## config.mk

```make
export PLATFORM = sky130hd
export DESIGN_NAME = signed_bcd_conv
export DESIGN_NICKNAME = d
export VERILOG_FILES = /design/src/rtl/sbcd_pkg.sv /design/src/rtl/sbcd_sign_mag.sv /design/src/rtl/sbcd_dabble.sv /design/src/rtl/signed_bcd_conv.sv
export SDC_FILE = /design/constraint.sdc
export NUM_CORES = 1
export LEC_CHECK = 0
export ABC_AREA = 1
export BUFFER_PORTS_ARGS = -buffer_cell sky130_fd_sc_hd__buf_2
export CELL_PAD_IN_SITES_DETAIL_PLACEMENT = 1
export CELL_PAD_IN_SITES_GLOBAL_PLACEMENT = 1
export CORE_MARGIN = 2
export CORE_UTILIZATION = 44
export DETAILED_ROUTE_END_ITERATION = 10
export PLACE_DENSITY_LB_ADDON = 0.1
export SETUP_SLACK_MARGIN = 0.2
export SLEW_MARGIN = 20
export SYNTH_ARGS = -nofsm -noshare
export SYNTH_HDL_FRONTEND = slang
export SYNTH_SLANG_ARGS = --single-unit
```

## constraint.sdc

```tcl
create_clock -name clk_i -period 3.84 [get_ports clk_i]
set_input_delay 0.576 -clock clk_i [delete_from_list [all_inputs] [get_ports clk_i]]
set_output_delay 0.576 -clock clk_i [all_outputs]
set_load 0.02 [all_outputs]
```

## src/rtl/sbcd_pkg.sv

```systemverilog
package sbcd_pkg;
  localparam int unsigned DIG_W = 4;

  // add-3 pre-adjust for one BCD column
  function automatic logic [DIG_W-1:0] col_adj(input logic [DIG_W-1:0] c);
    return (c > 4'd4) ? c + 4'd3 : c;
  endfunction
endpackage

```

## src/rtl/sbcd_sign_mag.sv

```systemverilog
module sbcd_sign_mag #(
  parameter int unsigned W = 12
) (
  input  logic         mode_i,
  input  logic [W-1:0] sw_i,
  input  logic [W-1:0] sens_i,
  output logic         neg_o,
  output logic [W-1:0] mag_o
);
  logic [W-1:0] word;

  assign word  = mode_i ? sw_i : sens_i;
  assign neg_o = word[W-1];
  // most negative value wraps to itself: correct unsigned magnitude
  assign mag_o = neg_o ? (~word + 1'b1) : word;
endmodule

```

## src/rtl/sbcd_dabble.sv

```systemverilog
module sbcd_dabble
  import sbcd_pkg::*;
#(
  parameter int unsigned BIN_W = 12,
  parameter int unsigned N_DIG = 4
) (
  input  logic                   clk_i,
  input  logic                   rst_ni,
  input  logic                   load_i,
  input  logic [BIN_W-1:0]       mag_i,
  output logic                   busy_o,
  output logic                   last_o,
  output logic [N_DIG*DIG_W-1:0] bcd_nxt_o
);
  localparam int unsigned BCD_W = N_DIG * DIG_W;
  localparam int unsigned CNT_W = $clog2(BIN_W + 1);
  localparam logic [CNT_W-1:0] LAST_CNT = CNT_W'(BIN_W - 1);

  logic [BCD_W-1:0] bcd_q, bcd_adj;
  logic [BIN_W-1:0] bin_q;
  logic [CNT_W-1:0] cnt_q;
  logic             busy_q;

  for (genvar d = 0; d < N_DIG; d++) begin : g_col
    assign bcd_adj[d*DIG_W +: DIG_W] = col_adj(bcd_q[d*DIG_W +: DIG_W]);
  end

  assign bcd_nxt_o = {bcd_adj[BCD_W-2:0], bin_q[BIN_W-1]};
  assign last_o    = busy_q && (cnt_q == LAST_CNT);
  assign busy_o    = busy_q;

  always_ff @(posedge clk_i or negedge rst_ni) begin
    if (!rst_ni) begin
      bcd_q  <= '0;
      bin_q  <= '0;
      cnt_q  <= '0;
      busy_q <= 1'b0;
    end else if (load_i) begin
      bcd_q  <= '0;
      bin_q  <= mag_i;
      cnt_q  <= '0;
      busy_q <= 1'b1;
    end else if (busy_q) begin
      bcd_q  <= bcd_nxt_o;
      bin_q  <= {bin_q[BIN_W-2:0], 1'b0};
      cnt_q  <= cnt_q + 1'b1;
      busy_q <= !last_o;
    end
  end

  a_r9_cnt_bound: assert property (@(posedge clk_i) disable iff (!rst_ni)
    busy_q |-> (cnt_q <= LAST_CNT));
  a_r7_load_idle: assert property (@(posedge clk_i) disable iff (!rst_ni)
    busy_q && !last_o |=> busy_q && cnt_q == $past(cnt_q) + 1'b1);
endmodule

```

## src/rtl/signed_bcd_conv.sv

```systemverilog
module signed_bcd_conv
  import sbcd_pkg::*;
#(
  parameter int unsigned IN_W  = 12,
  parameter int unsigned N_DIG = 4
) (
  input  logic            clk_i,
  input  logic            rst_ni,
  input  logic            mode_i,
  input  logic [IN_W-1:0] sw_word_i,
  input  logic [IN_W-1:0] sens_word_i,
  input  logic            start_i,
  output logic [3:0]      thou_o,
  output logic [3:0]      hund_o,
  output logic [3:0]      tens_o,
  output logic [3:0]      units_o,
  output logic            neg_o,
  output logic            busy_o,
  output logic            done_o
);
  localparam int unsigned BCD_W = N_DIG * DIG_W;

  logic             sel_neg, accept, last, busy;
  logic [IN_W-1:0]  sel_mag;
  logic [BCD_W-1:0] bcd_nxt, dig_q;
  logic             neg_pend_q, neg_q, done_q;

  assign accept = start_i && !busy;

  sbcd_sign_mag #(.W(IN_W)) u_sm (
    .mode_i (mode_i),
    .sw_i   (sw_word_i),
    .sens_i (sens_word_i),
    .neg_o  (sel_neg),
    .mag_o  (sel_mag)
  );

  sbcd_dabble #(.BIN_W(IN_W), .N_DIG(N_DIG)) u_core (
    .clk_i     (clk_i),
    .rst_ni    (rst_ni),
    .load_i    (accept),
    .mag_i     (sel_mag),
    .busy_o    (busy),
    .last_o    (last),
    .bcd_nxt_o (bcd_nxt)
  );

  always_ff @(posedge clk_i or negedge rst_ni) begin
    if (!rst_ni) begin
      dig_q      <= '0;
      neg_pend_q <= 1'b0;
      neg_q      <= 1'b0;
      done_q     <= 1'b0;
    end else begin
      done_q <= last;
      if (accept) neg_pend_q <= sel_neg;
      if (last) begin
        dig_q <= bcd_nxt;
        neg_q <= neg_pend_q;
      end
    end
  end

  assign units_o = dig_q[3:0];
  assign tens_o  = dig_q[7:4];
  assign hund_o  = dig_q[11:8];
  assign thou_o  = dig_q[15:12];
  assign neg_o   = neg_q;
  assign busy_o  = busy;
  assign done_o  = done_q;

  a_r5_done_pulse: assert property (@(posedge clk_i) disable iff (!rst_ni)
    done_o |=> !done_o);
  a_r9_done_ends_busy: assert property (@(posedge clk_i) disable iff (!rst_ni)
    done_o |-> !busy_o && $past(busy_o));
  a_r9_busy_from_start: assert property (@(posedge clk_i) disable iff (!rst_ni)
    $rose(busy_o) |-> $past(start_i));
  a_r6_hold: assert property (@(posedge clk_i) disable iff (!rst_ni)
    !done_o |-> $stable(dig_q) && $stable(neg_o));
  a_r4_bcd_range: assert property (@(posedge clk_i) disable iff (!rst_ni)
    done_o |-> thou_o <= 4'd9 && hund_o <= 4'd9 && tens_o <= 4'd9 && units_o <= 4'd9);
endmodule

```

Word level (Yosys, flattened, before mapping):

Index checks and enable logic that the tools add are counted.
Widths: inputs -> output; s select.

* add/sub/neg operators: 6
* bitwise logic cells: 1
* mux-type cells: 14
* $lt $le $gt $ge: 4
* eq/ne operators: 1
* reductions and logical operators: 5

Operators by type and width (count)
* $mux 12: 4
* $mux 16: 2
* $mux 4: 5
* $gt 4x3->1 const B: 4
* $add 12x1->12 const B: 1
* $add 4x2->4 const B: 3
* $not 12->12: 1
* $add 4x1->4 const B: 1
* $eq 4x4->1 const B: 1
* $add 3x2->3 const B: 1
* $mux 3: 1
* $logic_and 1x1->1: 2
* $logic_not 1->1: 2
* $mux 1: 2
* $reduce_bool 2->1: 1

* register bits after elaboration: 52
* word-level logic and storage cells: 39

Longest topological paths before layout:

* depth in word-level cells: 5
* depth in mapped cells: 13

Hierarchy:

A second synthesis with hierarchy kept.

* cell total of the unflattened synthesis: 441
* area total of the unflattened synthesis: 3196.8 um^2

Modules (own cells, without submodules)
* sbcd_dabble: area each 1888.1 um^2, cells an instance 256, instances 1
* signed_bcd_conv: area each 732.0 um^2, cells an instance 79, instances 1
* sbcd_sign_mag: area each 576.8 um^2, cells an instance 106, instances 1

Worst setup path after synthesis:

Ideal clock, no wire load.

* path type: input to register
* from: input mode_i
* to: register u_core.bin_q[10]
* data arrival time: 1583 ps
* cell stages on the path: 11
* required time: 3719 ps
* slack: 2135 ps
* cells stage by stage: inv_2 buf_6 nand2_1 nand2_1 inv_1 ha_1 nand3_2 o21bai_2 nand3_1 nand3_1 nand2_1

* word-level cells in the longest chain between the ends: 5

Ends and longest elaborated chain
* from (decl): RTL line signed_bcd_conv.sv:9 `input logic mode_i,`
* $mux 12 (*): RTL line sbcd_sign_mag.sv:12 `assign word = mode_i ? sw_i : sens_i;`
* $not 12->12: RTL line sbcd_sign_mag.sv:15 `assign mag_o = neg_o ? (~word + 1'b1) : word;`
* $add 12x1->12: RTL line sbcd_sign_mag.sv:15
* $mux 12 (*): RTL line sbcd_sign_mag.sv:15
* $mux 12 (*): RTL line sbcd_dabble.sv:38 `end else if (load_i) begin`
* to (signal assigned): RTL line sbcd_dabble.sv:40 `bin_q <= mag_i;`
* to (signal assigned): RTL line sbcd_dabble.sv:45 `bin_q <= {bin_q[BIN_W-2:0], 1'b0};`
* to (decl): RTL line sbcd_dabble.sv:20 `logic [BIN_W-1:0] bin_q;`

Every way passes the cells marked *; elsewhere a longest branch is shown, timed or not.
A chain may end at the register's enable or synchronous reset.

Worst setup path in the final report:

* from: register u_core.busy_q, in the netlist u_core.busy_o
* to: register dig_q[11]

* word-level cells in the longest chain between the ends: 1

Ends and longest elaborated chain
* from (decl): RTL line sbcd_dabble.sv:22 `logic busy_q;`
* from (signal assigned): RTL line sbcd_dabble.sv:47 `busy_q <= !last_o;`
* $logic_and 1x1->1: RTL line sbcd_dabble.sv:29 `assign last_o = busy_q && (cnt_q == LAST_CNT);`
* via last: RTL line signed_bcd_conv.sv:23 `logic sel_neg, accept, last, busy;`
* to (signal assigned): RTL line signed_bcd_conv.sv:58 `dig_q <= bcd_nxt;`
* to (decl): RTL line signed_bcd_conv.sv:25 `logic [BCD_W-1:0] bcd_nxt, dig_q;`

The timed path passes the listed nets, and every way through them passes these cells.

==> reports/qor.yml <==
timing:
  report.final.slew_viol_count: 0
  period_needed_ns: 2.22
  fin_crit_sh_pct: 57.8
  setup-violations-final: 0
  slew-limit-headroom_pct: 35.3
  fin_setup_tns_ns: 0
  finClkSkew_ns: 0.0118
  tightest_slew_ns: 0.970
  rsz0062_at_grt: "no"
  hold_viol_final: 0
  fmax_ghz: 0.451
worst_setup_path:
  worstSetupPathType: "reg2reg"
  critical_path_required_ns: 4.08
  path_delay_family: "simple AND/OR/NAND/NOR gates"
  cp_num_buf_inv: 1
  crit_arrival_ns: 2.46
  crit_path_start_kind: "register"
  critPathMaxStageDelay_ns: 0.78
  worst-path-max-fanout: 32
  cp_slowest_cell: "dfrtp_1"
  cp_cell_sequence: "nand2_1, nor2_1, nand2_1, inv_1, nand2_1, nand2_1"
  worst_path_most_repeated_cell: "nand2_1"
  worst_setup_path_end_kind: "register"
run_status:
  status: "finished clean"
floorplanning:
  fp.dieW_um: 83.2
  row_count: 28
  die-area_um2: 6920
  coreArea_um2: 5990
  die_y_um: 83.2
  initial_core_util_pct: 46.0
  io_pins: 47
placement:
  hpwlAfterDp_mm: 4.50
  dpl.cell_count: 452
  portBuffers: 46
  gp_congestion: 0.809
synthesis:
  netlist_instances: 342
  avgSynthCellArea_um2: 8.06
  yosysSeqAreaShare_pct: 47.2
  synth.distinct_cells: 30
  synth_nets: 379
  synth.ff_latch_count: 52
  ys_warn_count: 0
  synthesis.area_um2: 2760
pwr:
  leakagePower_nw: 1.68
  vdd_drop_max_mv: 0.376
  power_density_nw_per_um2: 774
drt:
  firstDrtPassIters: 4
  drc: 0
  drtAntennaViolNets: 0
  drt_iter0_drc: 119
  avgViaCountPerCell: 5.11
  vias: 2349
  drt_wl_total_mm: 5.99
  avgRoutedWirePerCell_um: 13.0
global_route:
  grt_first_pass_wirelength_mm: 10.5
  antenna_found_initial: 0
  gr-total-overflow: 0
  gr-usage-all-layers_pct: 17.8
  grt_pass1_vias: 2372
  grt_max_degree: 45
layout:
  antennaDiodeCount: 0
  fill_cells: 752
  fin_nets: 421
  area_growth_pct: 13.7
  final_common_cell: "nand2_1"
  final_cell_mix: "nand2_1, dfrtp_1, buf_2"
  final_layout_size_suffix_gt1_share_pct: 19.2
  final_cells: 460
clock_tree:
  cts_made_buffers: 5
  htreeDepth: 2
  tritoncts: "yes"
  clk_latency_ns: 0.30
  postCtsHoldBufs: 0
  clkSinkCount: 52
  cts_root_buffer: "clkbuf_8"
  post_cts_buffers: 0
  path_clk_slew_ns: 0.10
  clockBufferDepth: 2
  cts_resized: 0
hold_path:
  min_path_type: "in2async"
flow_run:
  maxCapViolations: 0
[final timing paths]
path,slack (ns),endpoint,from,depth (start not counted)
setup / recovery,1.62,dig_q[11],u_core.busy_o,6
hold / removal,0.42,dig_q[2],rst_ni,1
setup reg to reg,1.62,dig_q[11],u_core.busy_o,6
hold reg to reg,0.48,dig_q[13],dig_q[13],2
max in group asynchronous,2.72,u_core.bcd_q[15],rst_ni,2
min in group clk_i,0.48,dig_q[13],dig_q[13],2
[cell families after synthesis]
group / synth area share [%]
adder cells (fa/ha/maj): 4.08
flip-flops: 47.2
XOR/XNOR: 2.22
buffers and inverters: 8.48
AO/OA/AOI/OAI: 14.6
AND/OR/NAND/NOR: 23.5
[layout make-up]
class | count | area, um2 | area share (%)
sequential | 52 | 1300 | 41.5
multi-input combinational | 233 | 1220 | 39.0
timing repair buffer | 47 | 238 | 7.58
inverter | 45 | 169 | 5.39
tap | 75 | 93.8 | 2.99
clock buffer | 5 | 68.8 | 2.19
clock inverter | 3 | 42.5 | 1.36
[metrics by stage]
stage | hold slack (ns) | power, mW | cell area [um2] | util (%) | setup WS, ns
2_1_floorplan | 0.280 | 1.74 | 2760 | - | 2.14
3_3_place_gp | 0.460 | 2.01 | 3020 | 50.5 | 1.66
3_5_place_dp | 0.468 | 2.07 | 3020 | 50.5 | 1.61
4_1_cts | 0.455 | 2.46 | 3140 | 52.3 | 1.57
5_1_grt | 0.495 | 2.65 | 3140 | 52.3 | 1.24
6_report | 0.422 | 2.43 | 3140 | 52.3 | 1.62
[state kept, by name, indices dropped and copies added (netlist names)]
register,cells
done_o,1
u_core.bcd_q,16
neg_o,1
u_core.cnt_q,4
u_core.busy_o,1
u_core.bin_q,12
neg_pend_q,1
dig_q,16
[power breakdown]
group	switching, mW	internal, mW	total [mW]
logic	0.719	0.393	1.11
registers	0.145	0.798	0.944
clock network	0.178	0.193	0.371
[cells in the mapped netlist]
cell | instances | area, um2
ha_1 | 9 | 113
nand3b_1 | 1 | 7.51
clkbuf_1 | 4 | 15.0
inv_1 | 44 | 165
buf_6 | 2 | 22.5
xor2_1 | 7 | 61.3
nor2_2 | 3 | 18.8
or2_0 | 1 | 6.26
inv_2 | 1 | 3.75
o22ai_1 | 13 | 81.3
a21oi_2 | 1 | 8.76
dfrtp_1 | 52 | 1300
a22oi_1 | 11 | 82.6
o21ai_2 | 1 | 8.76
o21bai_2 | 1 | 11.3
o21ai_1 | 2 | 10.0
nand3_1 | 14 | 70.1
nor2_4 | 1 | 11.3
nand2_1 | 99 | 372
o21ai_0 | 34 | 170
a21oi_1 | 4 | 20.0
nor3_1 | 5 | 25.0
buf_2 | 4 | 20.0
nand3_2 | 2 | 20.0
nand2_2 | 8 | 50.1
or2_2 | 1 | 6.26
a22o_1 | 1 | 8.76
nand4_1 | 3 | 18.8
nor2_1 | 11 | 41.3
buf_1 | 2 | 7.51
[metal layers]
layer	routed length (um)	up-vias	GRT usage [%]	part of all wire, %
met3	186	4	2.49	3.1
met2	3100	46	34.8	52
li1	-	1187	-	-
met4	45	0	3.28	0.75
met1	2660	1112	20.7	44
met5	0	-	0	0
Power figures use the tool's default switching activity.
